### config.mk
export PLATFORM = sky130hd
export DESIGN_NAME = eep_page_ctrl
export DESIGN_NICKNAME = d
export VERILOG_FILES = /design/src/rtl/eep_pkg.sv /design/src/rtl/eep_busy_timer.sv /design/src/rtl/eep_page_buf.sv /design/src/rtl/eep_store.sv /design/src/rtl/eep_page_ctrl.sv
export SDC_FILE = /design/constraint.sdc
export NUM_CORES = 2
export LEC_CHECK = 0
export BUFFER_PORTS_ARGS = -buffer_cell sky130_fd_sc_hd__buf_4
export CAP_MARGIN = 10
export CORE_ASPECT_RATIO = 0.5
export CORE_UTILIZATION = 60
export CTS_BUF_LIST = sky130_fd_sc_hd__clkbuf_4
export CTS_CLUSTER_DIAMETER = 120
export DETAILED_ROUTE_END_ITERATION = 7
export PLACE_DENSITY_LB_ADDON = 0.3
export RECOVER_POWER = 100
export SYNTH_ARGS = -nofsm -noshare
export SYNTH_HDL_FRONTEND = slang
export SYNTH_SLANG_ARGS = --single-unit
### constraint.sdc
create_clock -name clk -period 3.35 [get_ports clk]
set_input_delay 0.1675 -clock clk [delete_from_list [all_inputs] [get_ports clk]]
set_output_delay 0.1675 -clock clk [all_outputs]
set_load 0.02 [all_outputs]
### src/rtl/eep_pkg.sv
package eep_pkg;
   typedef enum logic [1:0] {
      SES_IDLE  = 2'd0,
      SES_WADDR = 2'd1,
      SES_WDATA = 2'd2,
      SES_READ  = 2'd3
   } ses_e;
endpackage

### src/rtl/eep_busy_timer.sv
module eep_busy_timer #(
   parameter int unsigned WR_CYCLES = 1250000
) (
   input  logic clk,
   input  logic rst_n,
   input  logic start_i,
   output logic busy_o,
   output logic fire_o
);
   localparam int unsigned CNT_W = $clog2(WR_CYCLES + 1);

   generate
      if (WR_CYCLES < 1) begin : g_bad_cycles
         $error("WR_CYCLES must be at least 1");
      end
   endgenerate

   logic [CNT_W-1:0] cnt_q;
   logic             busy_q;

   assign fire_o = busy_q && (cnt_q == CNT_W'(1));
   assign busy_o = busy_q;

   always_ff @(posedge clk or negedge rst_n) begin
      if (!rst_n) begin
         cnt_q  <= '0;
         busy_q <= 1'b0;
      end else if (start_i) begin
         cnt_q  <= CNT_W'(WR_CYCLES);
         busy_q <= 1'b1;
      end else if (busy_q) begin
         if (cnt_q == CNT_W'(1)) busy_q <= 1'b0;
         cnt_q <= cnt_q - CNT_W'(1);
      end
   end

   AST_START_WHEN_IDLE: assert property (@(posedge clk) disable iff (!rst_n)
      start_i |-> !busy_q);
   AST_BUSY_UNTIL_FIRE: assert property (@(posedge clk) disable iff (!rst_n)
      (busy_q && !fire_o) |=> busy_q);
endmodule

### src/rtl/eep_page_buf.sv
module eep_page_buf #(
   parameter int unsigned DATA_W = 8,
   parameter int unsigned PAGE_W = 4,
   parameter int unsigned HI_W   = 4
) (
   input  logic                         clk,
   input  logic                         rst_n,
   input  logic                         clr_i,
   input  logic                         load_i,
   input  logic [HI_W-1:0]              page_i,
   input  logic [PAGE_W-1:0]            off_i,
   input  logic [DATA_W-1:0]            data_i,
   output logic [HI_W-1:0]              page_o,
   output logic [(1<<PAGE_W)-1:0]       mask_o,
   output logic [(1<<PAGE_W)*DATA_W-1:0] data_o,
   output logic                         any_o
);
   localparam int unsigned DEPTH = 1 << PAGE_W;

   logic [DATA_W-1:0] slot_q [DEPTH];
   logic [DEPTH-1:0]  mask_q;
   logic [HI_W-1:0]   page_q;

   always_ff @(posedge clk or negedge rst_n) begin
      if (!rst_n) begin
         mask_q <= '0;
         page_q <= '0;
      end else if (clr_i) begin
         mask_q <= '0;
      end else if (load_i) begin
         mask_q[off_i] <= 1'b1;
         page_q        <= page_i;
      end
   end

   generate
      for (genvar j = 0; j < DEPTH; j++) begin : g_slot
         always_ff @(posedge clk or negedge rst_n) begin
            if (!rst_n) slot_q[j] <= '0;
            else if (load_i && !clr_i && (off_i == PAGE_W'(j))) slot_q[j] <= data_i;
         end
         assign data_o[j*DATA_W +: DATA_W] = slot_q[j];
      end
   endgenerate

   assign mask_o = mask_q;
   assign page_o = page_q;
   assign any_o  = |mask_q;

   AST_LOAD_MARKS: assert property (@(posedge clk) disable iff (!rst_n)
      (load_i && !clr_i) |=> any_o);
endmodule

### src/rtl/eep_store.sv
module eep_store #(
   parameter int unsigned ADDR_W = 8,
   parameter int unsigned DATA_W = 8,
   parameter int unsigned PAGE_W = 4
) (
   input  logic                          clk,
   input  logic                          rst_n,
   input  logic                          commit_i,
   input  logic [ADDR_W-PAGE_W-1:0]      page_i,
   input  logic [(1<<PAGE_W)-1:0]        mask_i,
   input  logic [(1<<PAGE_W)*DATA_W-1:0] data_i,
   input  logic [ADDR_W-1:0]             raddr_i,
   output logic [DATA_W-1:0]             rdata_o
);
   localparam int unsigned WORDS = 1 << ADDR_W;
   localparam int unsigned DEPTH = 1 << PAGE_W;
   localparam int unsigned HI_W  = ADDR_W - PAGE_W;

   logic [DATA_W-1:0] mem_q [WORDS];

   generate
      for (genvar w = 0; w < WORDS; w++) begin : g_word
         localparam int unsigned OFF = w % DEPTH;
         localparam int unsigned PG  = w / DEPTH;
         always_ff @(posedge clk or negedge rst_n) begin
            if (!rst_n) mem_q[w] <= '0;
            else if (commit_i && mask_i[OFF] && (page_i == HI_W'(PG)))
               mem_q[w] <= data_i[OFF*DATA_W +: DATA_W];
         end
      end
   endgenerate

   assign rdata_o = mem_q[raddr_i];

   AST_COMMIT_NONEMPTY: assert property (@(posedge clk) disable iff (!rst_n)
      commit_i |-> (mask_i != '0));
endmodule

### src/rtl/eep_page_ctrl.sv
module eep_page_ctrl #(
   parameter int unsigned ADDR_W    = 8,
   parameter int unsigned DATA_W    = 8,
   parameter int unsigned PAGE_W    = 4,
   parameter int unsigned WR_CYCLES = 1250000
) (
   input  logic              clk,
   input  logic              rst_n,
   input  logic              wr_lock_i,
   input  logic              hdr_valid_i,
   input  logic              hdr_read_i,
   input  logic              wbyte_valid_i,
   input  logic [DATA_W-1:0] wbyte_i,
   input  logic              rbyte_req_i,
   input  logic              stop_i,
   output logic              ack_o,
   output logic              rbyte_valid_o,
   output logic [DATA_W-1:0] rbyte_o,
   output logic              busy_o
);
   import eep_pkg::*;

   localparam int unsigned HI_W  = ADDR_W - PAGE_W;
   localparam int unsigned DEPTH = 1 << PAGE_W;

   generate
      if (PAGE_W < 1 || PAGE_W >= ADDR_W) begin : g_bad_page
         $error("PAGE_W must lie between 1 and ADDR_W-1");
      end
      if (DATA_W < ADDR_W) begin : g_bad_data
         $error("DATA_W must hold a full word address");
      end
   endgenerate

   ses_e                     ses_q;
   logic [ADDR_W-1:0]        ptr_q;
   logic                     ack_q, rv_q;
   logic [DATA_W-1:0]        rd_q;
   logic                     busy, fire, start;
   logic                     buf_clr, buf_load, buf_any;
   logic [HI_W-1:0]          buf_page;
   logic [DEPTH-1:0]         buf_mask;
   logic [DEPTH*DATA_W-1:0]  buf_data;
   logic [DATA_W-1:0]        mem_rd;

   assign buf_clr  = hdr_valid_i && !busy;
   assign buf_load = wbyte_valid_i && (ses_q == SES_WDATA);
   assign start    = stop_i && (ses_q == SES_WDATA) && buf_any && !wr_lock_i && !busy;

   always_ff @(posedge clk or negedge rst_n) begin
      if (!rst_n) begin
         ses_q <= SES_IDLE;
         ptr_q <= '0;
         ack_q <= 1'b0;
         rv_q  <= 1'b0;
         rd_q  <= '0;
      end else begin
         ack_q <= 1'b0;
         rv_q  <= 1'b0;
         if (hdr_valid_i) begin
            if (!busy) begin
               ack_q <= 1'b1;
               ses_q <= hdr_read_i ? SES_READ : SES_WADDR;
            end else begin
               ses_q <= SES_IDLE;
            end
         end else if (stop_i) begin
            ses_q <= SES_IDLE;
         end else if (wbyte_valid_i) begin
            case (ses_q)
               SES_WADDR: begin
                  ptr_q <= wbyte_i[ADDR_W-1:0];
                  ack_q <= 1'b1;
                  ses_q <= SES_WDATA;
               end
               SES_WDATA: begin
                  ptr_q[PAGE_W-1:0] <= ptr_q[PAGE_W-1:0] + PAGE_W'(1);
                  ack_q <= 1'b1;
               end
               default: ;
            endcase
         end else if (rbyte_req_i && ses_q == SES_READ) begin
            rd_q  <= mem_rd;
            rv_q  <= 1'b1;
            ptr_q <= ptr_q + ADDR_W'(1);
         end
      end
   end

   eep_busy_timer #(.WR_CYCLES(WR_CYCLES)) u_timer (
      .clk(clk), .rst_n(rst_n), .start_i(start), .busy_o(busy), .fire_o(fire)
   );

   eep_page_buf #(.DATA_W(DATA_W), .PAGE_W(PAGE_W), .HI_W(HI_W)) u_buf (
      .clk(clk), .rst_n(rst_n), .clr_i(buf_clr), .load_i(buf_load),
      .page_i(ptr_q[ADDR_W-1:PAGE_W]), .off_i(ptr_q[PAGE_W-1:0]), .data_i(wbyte_i),
      .page_o(buf_page), .mask_o(buf_mask), .data_o(buf_data), .any_o(buf_any)
   );

   eep_store #(.ADDR_W(ADDR_W), .DATA_W(DATA_W), .PAGE_W(PAGE_W)) u_store (
      .clk(clk), .rst_n(rst_n), .commit_i(fire), .page_i(buf_page),
      .mask_i(buf_mask), .data_i(buf_data), .raddr_i(ptr_q), .rdata_o(mem_rd)
   );

   assign ack_o         = ack_q;
   assign rbyte_valid_o = rv_q;
   assign rbyte_o       = rd_q;
   assign busy_o        = busy;

   AST_HDR_NACK_BUSY: assert property (@(posedge clk) disable iff (!rst_n)
      (hdr_valid_i && busy) |=> !ack_o);
   AST_PAGE_HELD: assert property (@(posedge clk) disable iff (!rst_n)
      (wbyte_valid_i && !hdr_valid_i && !stop_i && ses_q == SES_WDATA)
      |=> (ptr_q[ADDR_W-1:PAGE_W] == $past(ptr_q[ADDR_W-1:PAGE_W])));
   AST_RD_STEP: assert property (@(posedge clk) disable iff (!rst_n)
      rbyte_valid_o |-> (ptr_q == $past(ptr_q) + ADDR_W'(1)));
   AST_LOCK_NO_BUSY: assert property (@(posedge clk) disable iff (!rst_n)
      (stop_i && wr_lock_i && !busy) |=> !busy_o);
   AST_BUSY_NO_READ: assert property (@(posedge clk) disable iff (!rst_n)
      (busy && ses_q != SES_READ && rbyte_req_i) |=> !rbyte_valid_o);
endmodule

# == Word level (Yosys, flattened, before mapping) ==
# Index checks and enable logic that the tools add are counted.
# word_totals
reg_bits,2238
inputBits,16
output_inout_bits,11
elab_cells,676
# op_classes
add_sub_neg,3
eq_ne,36
n_bitwise,6
reduce_logical,315
magnitude_cmp,3
mux,31
# op_table
operator,count
logical AND 1 bit,298
binary-select mux 8 bit (select 8 bit),1
"== test 4 bit, second input constant",16
two-way mux 21 bit,2
"== test 4 x 3 -> 1 bit, second input constant",8
two-way mux 16 bit,2
two-way mux 8 bit,4
"== test 21 x 1 -> 1 bit, second input constant",1
"subtractor 21 x 1 -> 21 bit, second input constant",1
"== test 4 x 2 -> 1 bit, second input constant",4
OR 16 bit,1
OR reduction 16 bit,1
two-way mux 1 bit,13
two-way mux 2 bit,6
AND reduction 4 bit,3
"greater-or-equal comparator 9 bit, second input constant",1
NOT 8 -> 9 bit,1
"adder 8 x 1 -> 8 bit, second input constant",1
"== test 4 x 1 -> 1 bit, second input constant",2
zero test 4 bit,2
one-hot mux 4 bit (2 select lines),1
nonzero test 2 bit,3
nonzero test 3 bit,2
"less-than comparator 4 x 5 -> 1 bit, second input constant",1
12 further kinds,19

# == Longest topological paths before layout ==
# depth
word_depth,7
ltp_mapped,13
depth_no_buf,7

# == By module ==
# From an unflattened synthesis, not the netlist that was laid out.
# unflattened
hier_cells,6476
area_unflattened_um2,100565.2
# by_module_without_submodules
mod,cells_each,seq_area_each_um2,instances,area_per_inst_um2
eep_store,5905,51249.2,1,92622.6
eep_page_buf,351,3703.6,1,5710.5
eep_busy_timer,120,550.5,1,1173.6
eep_page_ctrl,100,500.5,1,1058.5

# == Worst setup path after synthesis ==
# OpenSTA, ideal clock, no wires.
# synth_timing
path_type,flip-flop to flip-flop
from,reg ptr_q[0]
to,"reg rd_q[5], in the netlist rbyte_o[5]"
arrival_time_ps,2488
setup_time_ps,138
n_path_buf,4
synth_period_minus_slack_ps,2626
required_time_ps,3212
stages_incl_launch_ff,9
slack_ps,724
cell_sequence,dfrtp_1 > buf_4 > buf_4 > buf_4 > buf_2 > mux4_2 > mux4_2 > o221ai_1 > o221ai_1
# synth_via
elab_chain_cells,4
# synth_rtl
item,line,source
start: declaration,eep_page_ctrl.sv:36,logic [ADDR_W-1:0] ptr_q;
start signal: assignment,eep_page_ctrl.sv:72,ptr_q <= wbyte_i[ADDR_W-1:0];
start signal: indexed assignment,eep_page_ctrl.sv:77,ptr_q[PAGE_W-1:0] <= ptr_q[PAGE_W-1:0] + PAGE_W'(1);
start signal: assignment,eep_page_ctrl.sv:85,ptr_q <= ptr_q + ADDR_W'(1);
NOT 8 -> 9 bit (not written as such),eep_store.sv:33,assign rdata_o = mem_q[raddr_i];
binary-select mux 8 bit (select 8 bit),eep_store.sv:33,
two-way mux 8 bit (not written as such) (2 in series),eep_store.sv:33,
end signal: assignment,eep_page_ctrl.sv:83,rd_q <= mem_rd;
end: declaration,eep_page_ctrl.sv:38,logic [DATA_W-1:0] rd_q;
# No other way between the ends. The select of a mux whose other input is x is not followed.
# A chain may end at the register's enable or synchronous reset.

# == Worst setup path in the final report ==
# Same ends and word-level chain as after synthesis.

==> run summary <==
Most frequently used flop master after synthesis: dfrtp_1. For the gate count after technology mapping, the log shows 6502. Entering global routing, the biggest net connects 144 pins. The slack of the critical path came out at -0.195 ns. At the worst endpoint, the arrival time is 4.68 ns. The total via count after detailed routing came out at 70968. Startpoint type of the worst setup path: a flop. The count of fill cells added during filler insertion is 11183. In the routed design, unresolved DRC markers number 0. The top-level I/O count was 27; the number of storage elements in the synthesis netlist was 2238. Final hold violation count: 0.

The clock-pin transition on the worst setup and hold timing paths came out at 0.09 ns. The area growth from synthesis to layout is 14.0%. The analysis attributes to cell leakage a power of 0.0586 µW.

For this run, the total global-route usage over all layers was measured as 50.0%. The number of buffers inserted by port buffering is 26, and the post-detailed-route via-to-cell ratio is 7.08. The number of pins with negative max-slew slack in the final report was 458. Horizontal extent of the die: 587 µm. In the final routed layout, each cell accounts on average for 42.8 µm. Per report_power, the combinational group accounts for 28.0% of the total.

The routed design has 429 mm of wire. Setup repair after global routing could not meet its margin everywhere. Kind of critical path: flop to flop. The clock root buffer master was clkbuf_4.

The flow ran to the end, but the final reports show violations. The number of nets handed over by synthesis was 6527. The data required time at the worst endpoint is 4.49 ns, and the final-layout setup total negative slack is -0.393 ns. Sequential share of the synthesized area: 54.5%. TritonCTS built the clock tree.

After layout, the worst path uses 106% of the clock period. Of the total power, the clock network draws 30.1%. The total of warnings raised by yosys is 0. Across the run, the number of max-cap violations was 8. The cell repeated most along the worst path was buf_12. Endpoint type of the worst setup path: a flop.

The height of the chip is 295 µm. The signal on the critical path passes through buf_12, buf_12, mux4_2, o211ai_1, a21oi_2, buf_4, nor2_1, a311o_1, o221ai_1. For the pin with the worst max-slew slack, the measured transition is 2.65 ns. The tightest slew margin relative to the limit was -76.4%. In this run the remaining antenna-violating nets after routing total 0.

The startpoint identified for the worst hold timing path is wbyte_i[0]. The type of the most critical hold path is primary input to flop. The initial utilization of the core area, before any placement, comes to 60.9%.

The slowest stage of the critical path is the o211ai_1 cell. Wire length of the first global-routing pass: 585 mm. Cell family contributing the most delay on the critical path: compound AO/OA/AOI/OAI gates.

After synthesis the cells add up to 0.103 mm². In this run the power density over the cells is 618 mW/mm². The largest single stage delay on the critical path is 1.17 ns. The number of iterations in the first detailed-routing pass came out at 8. The estimated wirelength of the detail-placed design came out at 298 mm. Setup violations remaining at the end of the flow were counted as 4. Cell internal power was estimated by the tool at 44800 µW. The clock skew after layout was 0.132 ns; the fraction of power spent switching nets was 38.1%. The tools report the fraction of the core area covered by cells at the end of the flow as 69.5%.

In the final design database the tool counted 7384 nets. The library cell used most frequently in the layout, excluding fill and tap cells, is dfrtp_1. The largest fanout on the critical path came out at 13. Static timing analysis puts the maximum clock frequency at 282 MHz. The worst ir drop on vdd is 0.000478 V, and the post-route minimum period is 3.54 ns. CTS built an H-tree with a depth of 5.

Final instance area: 0.117 mm². The area of the core was 0.169 mm²; the post-detailed-placement cell area was 0.110 mm². In this run, synthesis inferred 0 flip-flops with an integrated enable. Deepest clock path buffer count: 4. The run gives 41.9% as the sequential share of power. In this run the worst setup path begins at ptr_q[0]$_DFFE_PN0P_. Yosys mapped the design onto 76 distinct sky130hd cell types. Initial antenna violation count: 100. The cell row count is 106. In the final layout, the share of cells above drive strength 1 is 56.4%. Via count of the first global-routing pass: 71372. The final global-route overflow total is 0, and the per-instance average area after synthesis is 15.8 µm².

Counting both buffers and inverters, the worst setup path holds a total of 3. After synthesis, the share of flip-flops with an asynchronous set or reset is 100%. The number of buffers inserted during clock tree synthesis came out at 489. The congestion estimate from routability-driven global placement came to 1.06. For the worst-skew pair, the clock arrives at the later sink with an insertion delay of 1.35 ns. The top cell types in the final layout, fill and taps aside, are 2232 x dfrtp_1, 2080 x mux2_2, 744 x clkbuf_4, 549 x buf_4, 481 x mux4_2.

Die outline area: 0.173 mm². The final reports fail on max-capacitance violations, max-slew violations, negative setup slack. Number of DRC violations after detailed-routing iteration 0: 9036.

The TritonCTS sink count is 2238, and the switching power total is 27500 µW. The startpoint identified for the worst register-to-register timing path is ptr_q[0]$_DFFE_PN0P_.
## path summary, 6_finish.rpt
| check | endpoint | slack, ns | cells after the start |
|---|---|---|---|
| setup reg to reg | rbyte_o[5]$_DFFE_PN0P_ | -0.19 | 9 |
| min in group asynchronous | u_store.mem_q[533]$_DFFE_PN0P_ | 0.69 | 4 |
| setup / recovery | rbyte_o[5]$_DFFE_PN0P_ | -0.19 | 9 |
| max in group asynchronous | u_store.mem_q[1151]$_DFFE_PN0P_ | 0.14 | 6 |
| hold reg to reg | u_store.mem_q[1864]$_DFFE_PN0P_ | 0.48 | 1 |
| hold / removal | u_buf.data_o[104]$_DFFE_PN0P_ | 0.11 | 4 |
## layout make-up
class,count,area [µm²],share of cell area [%]
diodes,28,70.1,0.0598
clock buffers,741,5560,4.75
clock inverters,117,648,0.554
inverters,15,61.3,0.0524
multi-input cells,3868,45000,38.4
flip-flops and latches,2238,56000,47.8
well taps,2268,2840,2.42
repair buffers,747,6900,5.89
## registers in the layout, indices dropped and copies added (netlist names)
register	count
rbyte_valid_o	1
u_buf.mask_o	16
ses_q	2
u_timer.busy_o	1
u_timer.cnt_q	21
rbyte_o	8
u_buf.page_o	4
u_buf.data_o	128
ptr_q	8
u_store.mem_q	2048
ack_o	1
## Yosys cell counts (6+ instances only)
cell type	instances	area, µm²
a211oi_1	25	188
a21oi_1	52	260
a221oi_1	19	166
a22o_1	7	61.3
a22oi_1	24	180
a31oi_1	26	163
a32oi_1	15	131
and2_1	6	37.5
and3_1	7	43.8
buf_1	27	101
buf_12	10	200
buf_2	87	435
buf_4	41	308
buf_6	16	180
clkbuf_1	199	747
dfrtp_1	2238	56000
ha_1	9	113
inv_1	10	37.5
mux2_1	89	1000
mux2_2	2080	23400
mux2_4	24	360
mux2i_1	154	1540
mux4_2	481	10800
nand2_1	197	739
nand2_2	8	50.1
nand2_8	9	180
nand3_1	43	215
nand4_1	8	50.1
nor2_1	63	236
nor2_2	166	1040
nor2_8	90	1800
nor2b_1	12	75.1
nor3_1	28	140
nor4_1	13	81.3
o211ai_1	9	67.6
o21ai_0	56	280
o221ai_1	35	307
o22ai_1	25	156
or3_1	7	43.8
## power groups by stage
stage / logic [µW] / clock network, µW / registers [µW]
4_1_cts: 19300 / 21700 / 30200
3_3_place_gp: 18800 / 0 / 30700
5_1_grt: 20400 / 23100 / 30100
3_5_place_dp: 19000 / 0 / 30700
2_1_floorplan: 9360 / 0 / 28800
6_report: 20300 / 21800 / 30300
## per-stage QoR
| step | hold slack (ns) | std cells | total power, µW | setup WS [ns] |
|---|---|---|---|---|
| 2_1_floorplan | -0.128 | 6502 | 38100 | 0.724 |
| 3_3_place_gp | 0.120 | 9064 | 49500 | -0.325 |
| 3_5_place_dp | 0.125 | 9065 | 49700 | -0.304 |
| 4_1_cts | 0.0140 | 9973 | 71100 | -0.0110 |
| 5_1_grt | 0.0769 | 9997 | 73600 | -0.0942 |
| 6_report | 0.106 | 10022 | 72300 | -0.195 |
## tightest hold or removal path: stages
cell and delay, ns:
dlygate4sd3_1 0.52, buf_4 0.12, inv_1 0.29, o21ai_0 0.28
## metal layers
metal,GRT usage (%),share of wire (%),vias to the layer above
li1,-,-,26378
met1,63.4,36,37868
met2,67.2,40,5346
met3,28.2,17,1286
met4,28.3,6.6,90
met5,0,0.14,-
## timing repair
item | 4_1_cts | 5_1_grt
endpoints found under the hold margin | 2427 | 0
cloned | 0 | 2
resized for setup | 5 | 58
pin swaps | 0 | 5
setup buffers | 6 | 16
setup endpoints to repair | 8 | 1234
hold buffers | 44 | 0
## kinds of logic after synthesis
kind of cell | after synthesis | share of synthesized area, %
xor gates and xnor gates | 2 | 0.0171
buffers and inverters | 396 | 1.98
muxes | 2828 | 36.2
adders and majority gates | 9 | 0.110
DFF | 2238 | 54.5
AOI/OAI and AO/OA | 344 | 2.34
and+or+nand+nor | 685 | 4.84
Power figures use the tool's default switching activity.
